[src/rtl/flash_seq_pkg.sv]
package flash_seq_pkg;

  // request operation codes on req_op
  localparam logic [1:0] OP_READ  = 2'd0;
  localparam logic [1:0] OP_WRITE = 2'd1;

  // flash opcodes
  localparam logic [7:0] OPC_STATUS       = 8'h05;
  localparam logic [7:0] OPC_WEN          = 8'h06;
  localparam logic [7:0] OPC_PROGRAM      = 8'h02;
  localparam logic [7:0] OPC_SECTOR_ERASE = 8'h20;
  localparam logic [7:0] OPC_READ         = 8'h03;
  localparam logic [7:0] OPC_FILL         = 8'h00;

  typedef enum logic [2:0] {
    ST_IDLE = 3'd0,
    ST_POLL = 3'd1,
    ST_PGAP = 3'd2,
    ST_WREN = 3'd3,
    ST_WGAP = 3'd4,
    ST_CMD  = 3'd5,
    ST_DONE = 3'd6
  } seq_state_e;

  function automatic logic [7:0] opcode_for(input logic [1:0] op);
    case (op)
      OP_READ:  return OPC_READ;
      OP_WRITE: return OPC_PROGRAM;
      default:  return OPC_SECTOR_ERASE;
    endcase
  endfunction

endpackage

[src/rtl/flash_spi_shifter.sv]
// Byte shifter for SPI mode 0 at clk/2. Each bit spends one clock with
// sck low and one with sck high; miso is sampled as sck rises.
module flash_spi_shifter #(
  parameter int W = 8
) (
  input  logic         clk,
  input  logic         rst_n,
  input  logic         start,
  input  logic [W-1:0] tx,
  input  logic         miso,
  output logic         sck,
  output logic         mosi,
  output logic         busy,
  output logic         done,
  output logic [W-1:0] rx
);
  localparam int CNT_W = (W > 1) ? $clog2(W) : 1;

  logic [W-1:0]     sh_q;
  logic [W-1:0]     rx_q;
  logic [CNT_W-1:0] cnt_q;
  logic             phase_q;
  logic             busy_q;
  logic             done_q;

  always_ff @(posedge clk or negedge rst_n) begin
    if (!rst_n) begin
      sh_q    <= '0;
      rx_q    <= '0;
      cnt_q   <= '0;
      phase_q <= 1'b0;
      busy_q  <= 1'b0;
      done_q  <= 1'b0;
    end else begin
      done_q <= 1'b0;
      if (!busy_q) begin
        if (start) begin
          sh_q    <= tx;
          busy_q  <= 1'b1;
          phase_q <= 1'b0;
          cnt_q   <= '0;
        end
      end else if (!phase_q) begin
        phase_q <= 1'b1;
        rx_q    <= {rx_q[W-2:0], miso};
      end else begin
        phase_q <= 1'b0;
        sh_q    <= {sh_q[W-2:0], 1'b0};
        if (cnt_q == CNT_W'(W - 1)) begin
          busy_q <= 1'b0;
          done_q <= 1'b1;
        end else begin
          cnt_q <= cnt_q + 1'b1;
        end
      end
    end
  end

  assign sck  = busy_q & phase_q;
  assign mosi = sh_q[W-1];
  assign busy = busy_q;
  assign done = done_q;
  assign rx   = rx_q;


  start_idle_chk: assert property (@(posedge clk) disable iff (!rst_n)
    start |-> !busy_q);

endmodule

[src/rtl/flash_status_word.sv]
// Status word: [31:24] last polled flash byte, [3] ready, rest internal.
module flash_status_word #(
  parameter int BYTE_W = 8
) (
  input  logic              clk,
  input  logic              rst_n,
  input  logic              cap,
  input  logic [BYTE_W-1:0] cap_byte,
  input  logic              ready,
  input  logic [2:0]        state_code,
  input  logic              shift_busy,
  output logic [31:0]       word
);
  localparam int PAD_W = 32 - BYTE_W - 8;

  logic [BYTE_W-1:0] flash_stat_q;

  always_ff @(posedge clk or negedge rst_n) begin
    if (!rst_n)   flash_stat_q <= '0;
    else if (cap) flash_stat_q <= cap_byte;
  end

  assign word = {flash_stat_q, {PAD_W{1'b0}}, 1'b0, state_code,
                 ready, 1'b0, shift_busy, 1'b0};

endmodule

[src/rtl/flash_seq_ctrl.sv]
// Sequencer: poll loop, write-enable frame, command frame, completion.
module flash_seq_ctrl
  import flash_seq_pkg::*;
#(
  parameter int ADDR_W = 24
) (
  input  logic              clk,
  input  logic              rst_n,
  input  logic              req_valid,
  output logic              req_ready,
  input  logic [1:0]        req_op,
  input  logic [ADDR_W-1:0] req_addr,
  input  logic [7:0]        req_wdata,
  output logic              done,
  output logic [7:0]        rd_data,
  output logic              cs_n,
  output logic              sh_start,
  output logic [7:0]        sh_tx,
  input  logic              sh_busy,
  input  logic              sh_done,
  input  logic [7:0]        sh_rx,
  output logic              poll_cap,
  output logic [2:0]        state_code
);
  localparam int ADDR_BYTES = ADDR_W / 8;
  localparam int IDX_W      = $clog2(ADDR_BYTES + 2);
  localparam int AB_W       = (ADDR_BYTES > 1) ? $clog2(ADDR_BYTES) : 1;

  seq_state_e        state;
  logic [1:0]        op_q;
  logic [ADDR_W-1:0] addr_q;
  logic [7:0]        wdata_q;
  logic [IDX_W-1:0]  idx;
  logic              issued;
  logic              cs_n_q;
  logic [7:0]        rd_q;
  logic              wip_q;

  logic              rd_op;
  logic              wr_op;
  logic              frame_st;
  logic [IDX_W-1:0]  last_idx;
  logic [AB_W-1:0]   ab_sel;
  logic [7:0]        addr_byte [ADDR_BYTES];

  assign rd_op    = (op_q == OP_READ);
  assign wr_op    = (op_q == OP_WRITE);
  assign frame_st = (state == ST_POLL) || (state == ST_WREN) || (state == ST_CMD);
  assign last_idx = (rd_op || wr_op) ? IDX_W'(ADDR_BYTES + 1) : IDX_W'(ADDR_BYTES);
  assign ab_sel   = AB_W'(idx - 1'b1);

  for (genvar g = 0; g < ADDR_BYTES; g++) begin : g_abyte
    assign addr_byte[g] = addr_q[ADDR_W-1-8*g -: 8];
  end

  always_comb begin
    sh_tx = OPC_FILL;
    case (state)
      ST_POLL: sh_tx = (idx == '0) ? OPC_STATUS : OPC_FILL;
      ST_WREN: sh_tx = OPC_WEN;
      ST_CMD: begin
        if (idx == '0)                           sh_tx = opcode_for(op_q);
        else if (idx <= IDX_W'(ADDR_BYTES))      sh_tx = addr_byte[ab_sel];
        else if (wr_op)                          sh_tx = wdata_q;
        else                                     sh_tx = OPC_FILL;
      end
      default: sh_tx = OPC_FILL;
    endcase
  end

  assign sh_start = frame_st && !issued && !sh_busy;
  assign poll_cap = (state == ST_POLL) && sh_done && (idx == IDX_W'(1));

  always_ff @(posedge clk or negedge rst_n) begin
    if (!rst_n) begin
      state   <= ST_IDLE;
      op_q    <= '0;
      addr_q  <= '0;
      wdata_q <= '0;
      idx     <= '0;
      issued  <= 1'b0;
      cs_n_q  <= 1'b1;
      rd_q    <= '0;
      wip_q   <= 1'b0;
    end else begin
      if (sh_start)     issued <= 1'b1;
      else if (sh_done) issued <= 1'b0;
      case (state)
        ST_IDLE: if (req_valid) begin
          op_q    <= req_op;
          addr_q  <= req_addr;
          wdata_q <= req_wdata;
          idx     <= '0;
          cs_n_q  <= 1'b0;
          state   <= ST_POLL;
        end
        ST_POLL: if (sh_done) begin
          if (idx == IDX_W'(1)) begin
            wip_q  <= sh_rx[0];
            cs_n_q <= 1'b1;
            idx    <= '0;
            state  <= ST_PGAP;
          end else begin
            idx <= idx + 1'b1;
          end
        end
        ST_PGAP: begin
          cs_n_q <= 1'b0;
          if (wip_q)      state <= ST_POLL;
          else if (rd_op) state <= ST_CMD;
          else            state <= ST_WREN;
        end
        ST_WREN: if (sh_done) begin
          cs_n_q <= 1'b1;
          state  <= ST_WGAP;
        end
        ST_WGAP: begin
          cs_n_q <= 1'b0;
          state  <= ST_CMD;
        end
        ST_CMD: if (sh_done) begin
          if (idx == last_idx) begin
            cs_n_q <= 1'b1;
            idx    <= '0;
            if (rd_op) rd_q <= sh_rx;
            state  <= ST_DONE;
          end else begin
            idx <= idx + 1'b1;
          end
        end
        ST_DONE: state <= ST_IDLE;
        default: state <= ST_IDLE;
      endcase
    end
  end

  assign req_ready  = (state == ST_IDLE);
  assign done       = (state == ST_DONE);
  assign rd_data    = rd_q;
  assign cs_n       = cs_n_q;
  assign state_code = state;


  done_pulse_chk: assert property (@(posedge clk) disable iff (!rst_n)
    done |=> !done);

  done_cs_chk: assert property (@(posedge clk) disable iff (!rst_n)
    done |-> cs_n_q);

  accept_drop_chk: assert property (@(posedge clk) disable iff (!rst_n)
    (req_valid && req_ready) |=> !req_ready);

  cs_fall_idle_chk: assert property (@(posedge clk) disable iff (!rst_n)
    $fell(cs_n_q) |-> !sh_busy);

endmodule

[src/rtl/flash_cmd_seq.sv]
module flash_cmd_seq
  import flash_seq_pkg::*;
#(
  parameter int ADDR_W = 24
) (
  input  logic              clk,
  input  logic              rst_n,
  input  logic              req_valid,
  output logic              req_ready,
  input  logic [1:0]        req_op,
  input  logic [ADDR_W-1:0] req_addr,
  input  logic [7:0]        req_wdata,
  output logic              done,
  output logic [7:0]        rd_data,
  output logic [31:0]       status_word,
  output logic              spi_cs_n,
  output logic              spi_sck,
  output logic              spi_mosi,
  input  logic              spi_miso
);
  logic       sh_start;
  logic [7:0] sh_tx;
  logic       sh_busy;
  logic       sh_done;
  logic [7:0] sh_rx;
  logic       poll_cap;
  logic [2:0] state_code;

  flash_seq_ctrl #(.ADDR_W(ADDR_W)) ctrl_i (
    .clk       (clk),
    .rst_n     (rst_n),
    .req_valid (req_valid),
    .req_ready (req_ready),
    .req_op    (req_op),
    .req_addr  (req_addr),
    .req_wdata (req_wdata),
    .done      (done),
    .rd_data   (rd_data),
    .cs_n      (spi_cs_n),
    .sh_start  (sh_start),
    .sh_tx     (sh_tx),
    .sh_busy   (sh_busy),
    .sh_done   (sh_done),
    .sh_rx     (sh_rx),
    .poll_cap  (poll_cap),
    .state_code(state_code)
  );

  flash_spi_shifter #(.W(8)) shift_i (
    .clk   (clk),
    .rst_n (rst_n),
    .start (sh_start),
    .tx    (sh_tx),
    .miso  (spi_miso),
    .sck   (spi_sck),
    .mosi  (spi_mosi),
    .busy  (sh_busy),
    .done  (sh_done),
    .rx    (sh_rx)
  );

  flash_status_word #(.BYTE_W(8)) stat_i (
    .clk       (clk),
    .rst_n     (rst_n),
    .cap       (poll_cap),
    .cap_byte  (sh_rx),
    .ready     (req_ready),
    .state_code(state_code),
    .shift_busy(sh_busy),
    .word      (status_word)
  );


  cmd_after_idle_chk: assert property (@(posedge clk) disable iff (!rst_n)
    (sh_start && (state_code == ST_WREN || state_code == ST_CMD)) |-> !status_word[24]);

  status_hold_chk: assert property (@(posedge clk) disable iff (!rst_n)
    (req_ready && $past(req_ready)) |-> $stable(status_word[31:24]));

  ready_bit_chk: assert property (@(posedge clk) disable iff (!rst_n)
    req_ready == status_word[3]);

  sck_idle_chk: assert property (@(posedge clk) disable iff (!rst_n)
    spi_cs_n |-> !spi_sck);

endmodule

[config.mk]
export PLATFORM = sky130hd
export DESIGN_NAME = flash_cmd_seq
export DESIGN_NICKNAME = d
export VERILOG_FILES = /design/src/rtl/flash_seq_pkg.sv /design/src/rtl/flash_spi_shifter.sv /design/src/rtl/flash_status_word.sv /design/src/rtl/flash_seq_ctrl.sv /design/src/rtl/flash_cmd_seq.sv
export SDC_FILE = /design/constraint.sdc
export NUM_CORES = 1
export LEC_CHECK = 0
export CAP_MARGIN = 20
export CORE_MARGIN = 8
export CORE_UTILIZATION = 60
export CTS_CLUSTER_DIAMETER = 40
export CTS_CLUSTER_SIZE = 8
export DETAILED_ROUTE_END_ITERATION = 10
export DONT_BUFFER_PORTS = 1
export PLACE_DENSITY = 0.76
export SYNTH_ARGS = -nofsm -noshare
export SYNTH_HDL_FRONTEND = slang
export SYNTH_SLANG_ARGS = --single-unit
[constraint.sdc]
create_clock -name clk -period 4.4 [get_ports clk]
set_input_delay 0.44 -clock clk [delete_from_list [all_inputs] [get_ports clk]]
set_output_delay 0.44 -clock clk [all_outputs]
set_load 0.02 [all_outputs]
Yosys cells after proc, flatten, opt, wreduce, memory -nomap -nowiden. Cells that the tools add are included.

Register bits: 81. Logic and storage cells: 119.

Add/subtract/negate cells: 3. Order comparisons: 2. Eq/ne operators: 18. Multiplexer cells: 51. Bitwise gates (word level): 3. Reduce and logical (&&, ||, !) cells: 26.

Operator list (number): 2-to-1 mux 8 bit (8); 2-to-1 mux 3 bit (19); one-hot mux 8 bit (3 select lines) (1); 2-to-1 mux 1 bit (18); one-hot mux 3 bit (6 select lines) (1); binary-select mux 8 bit (select 2 bit) (1); == test 3 bit, second input constant (4); one-hot mux 6 bit (2 select lines) (1); one-hot mux 3 bit (3 select lines) (1); != test 2 x 1 -> 1 bit, second input constant (4); != test 2 bit, second input constant (4); AND reduction 4 bit (2); AND reduction 7 bit (1); adder 3 x 1 -> 3 bit, second input constant (2); == test 3 x 1 -> 1 bit, second input constant (2); == test 3 x 2 -> 1 bit, second input constant (2); zero test 3 bit (2); AND reduction 2 bit (3); AND reduction 3 bit (2); AND reduction 6 bit (1); one-hot mux 1 bit (5 select lines) (1); nonzero test 5 bit (1); logical AND 1 bit (4); nonzero test 2 bit (2); 13 further kinds (16).

Longest topological paths before layout.
Depth after elaboration: 10. Depth in mapped cells: 8.

Modules after synthesis. Synthesis repeated with hierarchy kept, for this count alone.

Cell total of the unflattened synthesis: 338. Area, all modules: 4191.5 um^2.

By module, submodules not included: flash_seq_ctrl (instances 1, cells each 217, area each 2573.7 um^2, seq. area each 1277.5 um^2); flash_spi_shifter (instances 1, cells each 79, area each 1102.3 um^2, seq. area each 550.5 um^2); flash_status_word (instances 1, cells each 42, area each 515.5 um^2, seq. area each 200.2 um^2).

Worst setup path before layout. Ideal clock, no wire load.

Path type: register to register. Start: register ctrl_i.state[1] (netlist: ctrl_i.state_code[1]). End: register ctrl_i.addr_q[10] (netlist: ctrl_i.addr_byte[10]). Setup time: 0.125 ns. Arrival: 2.048 ns. Slack: 2.227 ns. Stages on the path, launching flop included: 6. Buffers on the path: 2. Period minus slack after synthesis: 2.173 ns. Cell sequence: dfrtp_1 nor3_1 and2_1 buf_2 buf_4 mux2_2.

Longest elaborated chain between the ends: 2.

RTL lines: start: declaration (line flash_seq_ctrl.sv:29) `seq_state_e state;`; start signal: assignment (line flash_seq_ctrl.sv:76) `state <= ST_IDLE;`; start signal: assignment (line flash_seq_ctrl.sv:95) `state <= ST_POLL;`; start signal: assignment (line flash_seq_ctrl.sv:102) `state <= ST_PGAP;`; zero test 3 bit; named net req_ready (line flash_cmd_seq.sv:9) `output logic req_ready,`; AND reduction 2 bit (no source line); end signal: assignment (line flash_seq_ctrl.sv:91) `addr_q <= req_addr;`; end: declaration (line flash_seq_ctrl.sv:31) `logic [ADDR_W-1:0] addr_q;`.

The timed path passes the listed nets, and every way through them passes these cells. A chain may end at the register's enable or synchronous reset.

Worst setup path in the final report.
Start: register ctrl_i.idx[0]. End: register shift_i.sh_q[2].

Longest elaborated chain between the ends: 10. Elaborated cells between the ends (all ways): 13. Classes of those cells: add/sub (1); order compare (1); mux (9); bitwise (1); reduce/logical (1).

RTL lines: start: declaration (line flash_seq_ctrl.sv:33) `logic [IDX_W-1:0] idx;`; start signal: assignment (line flash_seq_ctrl.sv:104) `idx <= idx + 1'b1;`; start signal: assignment (line flash_seq_ctrl.sv:128) `idx <= idx + 1'b1;`; subtractor 2 x 1 -> 2 bit (line flash_seq_ctrl.sv:50) `assign ab_sel = AB_W'(idx - 1'b1);`; NOT 2 -> 3 bit (not written as such) (line flash_seq_ctrl.sv:63) `else if (idx <= IDX_W'(ADDR_BYTES)) sh_tx = addr_byte[ab_sel];`; binary-select mux 8 bit (select 2 bit) (line flash_seq_ctrl.sv:63); 2-to-1 mux 8 bit (not written as such) (2 in a row) (line flash_seq_ctrl.sv:63); 2-to-1 mux 8 bit (line flash_seq_ctrl.sv:63); 2-to-1 mux 8 bit (line flash_seq_ctrl.sv:62) `if (idx == '0) sh_tx = opcode_for(op_q);`; one-hot mux 8 bit (3 select lines) (*) (line flash_seq_ctrl.sv:58) `case (state)`; 2-to-1 mux 8 bit (*) (line flash_spi_shifter.sv:37) `if (start) begin`; 2-to-1 mux 8 bit (*) (line flash_spi_shifter.sv:36) `if (!busy_q) begin`; end signal: assignment (line flash_spi_shifter.sv:38) `sh_q <= tx;`; end signal: assignment (line flash_spi_shifter.sv:48) `sh_q <= {sh_q[W-2:0], 1'b0};`; end: declaration (line flash_spi_shifter.sv:19) `logic [W-1:0] sh_q;`.

Every way passes the cells marked *; elsewhere a longest branch is shown, timed or not. The select of a mux whose other input is x is not followed.

==> reports/qor.txt <==
starting density of the core: 61.93%
required time worst endpoint: 4.66 ns
DR WL/cell: 18.90 um
kind of critical path: reg2reg
CP max stage cell: dfrtp_1
compound-cell area share of the yosys netlist: 10.37%
Final ANT Viol Nets: 0
wire length of the first global-routing pass: 12580 um
global placer's final weighted congestion: 0.8949
die span in x: 96.73 um
vias per cell: 5.965
actual slew at the worst max-slew pin: 0.7461 ns
maxcap violations: 0
Unique masters post-synth: 49
element type at the critical path start: register
Leakage: 1.900 nW
total area of multi-input combinational cells: 1674 sq um
post-CTS clock slew at the launch and capture registers of the worst setup and hold paths: 0.07 ns
share of post-route cells with drive strength above 1: 27.55%
Max VDD drop: 0.0004153 V
number of flops mapped to enable cells by yosys: 0
xor and xnor fraction of the mapped netlist area: 0%
Yosys top cell area share: 51.20%
Worst slew margin: 50.16%
Setup Viol. Count Final: 0
fillcell total: 518
CP delay by family, top: simple AND/OR/NAND/NOR gates
clock sinks: 81
violated checks: hold timing
average instance area after synthesis: 12.22 sq um
cell breakdown of the critical path: inv_1, ha_1, nor2b_1, a22oi_1, or4_1, a31oi_1
worst-case hold slack: -0.01907 ns
maximum fanout count along the critical path: 17
endpoint class of the critical path: register
unrepaired setup endpoints after global routing: no
worst slack, placed: 1.836 ns
total core area: 6314 sq um
Async SR Flop Fraction: 100.0%
clk root buf: clkbuf_8
most frequent standard cell in the layout excluding fill and tap cells: dfrtp_1
arrival time worst endpoint: 2.89 ns
estimated wirelength of the detail-placed design: 5419 um
clock buffers created by TritonCTS: 9
Die Span Y: 96.73 um
combinational family with the most area after synthesis: multiplexers
Critical Path Stages: 6
r2r setup slk: 1.76 ns
number of max-slew violations in the final report: 0
number of global-route vias before repair: 2448
cell area after synthesis: 3910 sq um
Total Die Area: 9356 sq um
largest net degree at the start of global routing: 82
post-cts sizing count: 0
number of standard cells after synthesis: 320
primary flip-flop cell chosen by synthesis mapping: dfrtp_1
CTS H-Tree Depth: 3
final setup margin: 1.764 ns
violation count after the first detailed-route iteration: 199
Core Rows: 29
CTS tree: done
top cell type by total area after synthesis: dfrtp_1
top-level I/O count: 83
power density over the cells: 708.7 nW/um^2
synthesis-to-layout area growth: 4.256%
Buffers on Ports: 0
Buffers & Inverters on Critical Path: 1
number of cells on the worst reg-to-reg path: 6
status: complete, but fails checks
GRT Util Overall: 16.34%
number of buffers on the longest clock path: 2
final critical delay including setup and external delays: 2.636 ns
Register Area: 2028 sq um
insertion delay of the later-clocked pin in the worst-skew pair: 0.34 ns
final worst path period share: 59.90%
largest cells by area after synthesis: dfrtp_1 51%, mux2_2 19%, buf_4 4.6%, ha_1 1.9%, o21ai_0 1.5%
multiplexer share of the synthesized area: 19.23%
Remaining Overflow, GRT: 0
worst clock skew: 0.01096 ns
fraction of the yosys area taken by sequential cells: 51.87%
Overall Power: 2.889 mW
count of unresolved DRC violations after routing: 0
slowest cell delay on critical path: 0.76 ns
Max Freq: 0.3794 GHz
basic-gate share of the synthesized area counting and, or, nand and nor cells: 9.472%
area share of fa/ha/maj cells after synthesis: 1.920%
n_diodes: 0
Hold Fails Final Rpt: 21
Yosys warning count: 0
via count: 2386
hold crit path type: in2async
total detailed-routing wirelength: 7559 um
number of antenna violations at the first check in global routing: 0
number of search-and-repair iterations in the first detailed-routing pass: 4
final sum of negative setup slack: 0 ns
Yosys reg bits: 81
commonest cells after routing, fill and taps aside: 80 x dfrtp_1, 65 x mux2_2, 19 x conb_1
net total in the final layout: 362
## power breakdown
group          total [mW]  switching (mW)  internal, mW
sequential           1.38           0.325          1.05
combinational       0.948           0.482         0.466
clock               0.563           0.244         0.319
## sequential cells by signal (all words and copies together) (netlist names)
| register | cells |
|---|---|
| shift_i.sh_q | 8 |
| shift_i.phase_q | 1 |
| ctrl_i.op_q | 2 |
| shift_i.cnt_q | 3 |
| ctrl_i.rd_data | 8 |
| shift_i.done | 1 |
| ctrl_i.state_code | 3 |
| ctrl_i.wip_q | 1 |
| ctrl_i.idx | 3 |
| ctrl_i.issued | 1 |
| shift_i.busy | 1 |
| shift_i.rx | 8 |
| stat_i.flash_stat_q | 8 |
| ctrl_i.addr_byte | 24 |
| ctrl_i.cs_n | 1 |
| ctrl_i.wdata_q | 8 |
## logic make-up after synthesis
| family | after synthesis |
|---|---|
| AO/OA/AOI/OAI | 57 |
| other | 1 |
| multiplexers | 67 |
| buffers and inverters | 42 |
| flip-flops | 81 |
| AND/OR/NAND/NOR | 66 |
| adder cells (fa/ha/maj) | 6 |
## worst register-to-register path: cells and delay by family, from the launching register on
family / cells / cell delay (ns)
adders and majority gates: 1 / 0.46
and+or+nand+nor: 2 / 0.86
AOI/OAI and AO/OA: 2 / 0.33
buffers and inverters: 1 / 0.14
DFF: 1 / 0.76
## timing repair
action	4_1_cts	5_1_grt
hold buffers	1	0
hold endpoints to repair	81	0
buffers inserted	0	0
## metrics by stage
| stage | area (sq um) | util [%] | instances |
|---|---|---|---|
| after global routing | 4076 | 64.57 | 400 |
| after floorplan | 3978 | - | 338 |
| final | 4076 | 64.57 | 400 |
| after global placement | 3844 | 60.88 | 383 |
| after detailed placement | 3844 | 60.88 | 383 |
| after CTS | 4076 | 64.57 | 400 |
## per-layer routing
| layer | GRT usage, % | vias up | wire [um] |
|---|---|---|---|
| met3 | 6.330 | 15 | 631 |
| li1 | - | 1118 | - |
| met4 | 6.982 | 0 | 127 |
| met2 | 25.05 | 77 | 3534 |
| met1 | 20.00 | 1176 | 3265 |
| met5 | 0 | - | 0 |
## synth_stat cells, drive strengths merged, types with 2 or more instances
cell type and n:
a31oi 6, nor3 5, nor2 12, a21oi 9, and3 2, nor2b 6
mux2i 2, nand2b 2, a211o 2, a211oi 2, buf 31, nor3b 2
a22oi 6, clkbuf 3, o2bb2ai 3, a21o 3, or4 2, dfrtp 80
nand3 6, nand2 17, inv 8, o21ai 12, or3 5, a2bb2oi 2
o22ai 2, o41ai 2, mux2 65, o32ai 2, ha 6
## path summary, 6_finish.rpt
check / to / from
setup / recovery: shift_i.sh_q[2] / ctrl_i.idx[0]
hold / removal: ctrl_i.addr_byte[16] / rst_n
setup reg to reg: shift_i.sh_q[2] / ctrl_i.idx[0]
hold reg to reg: shift_i.cnt_q[0] / shift_i.cnt_q[0]
max in group asynchronous: ctrl_i.cs_n / rst_n
min in group clk: ctrl_i.op_q[1] / req_op[1]
## area by class of cell
cell class	instances	area share (%)
tap	77	2.363
clock inverter	4	1.719
sequential	81	49.75
timing repair buffer	3	1.044
inverter	8	0.7366
multi-input combinational	215	41.07
clock buffer	12	3.315
Power figures use the tool's default switching activity.
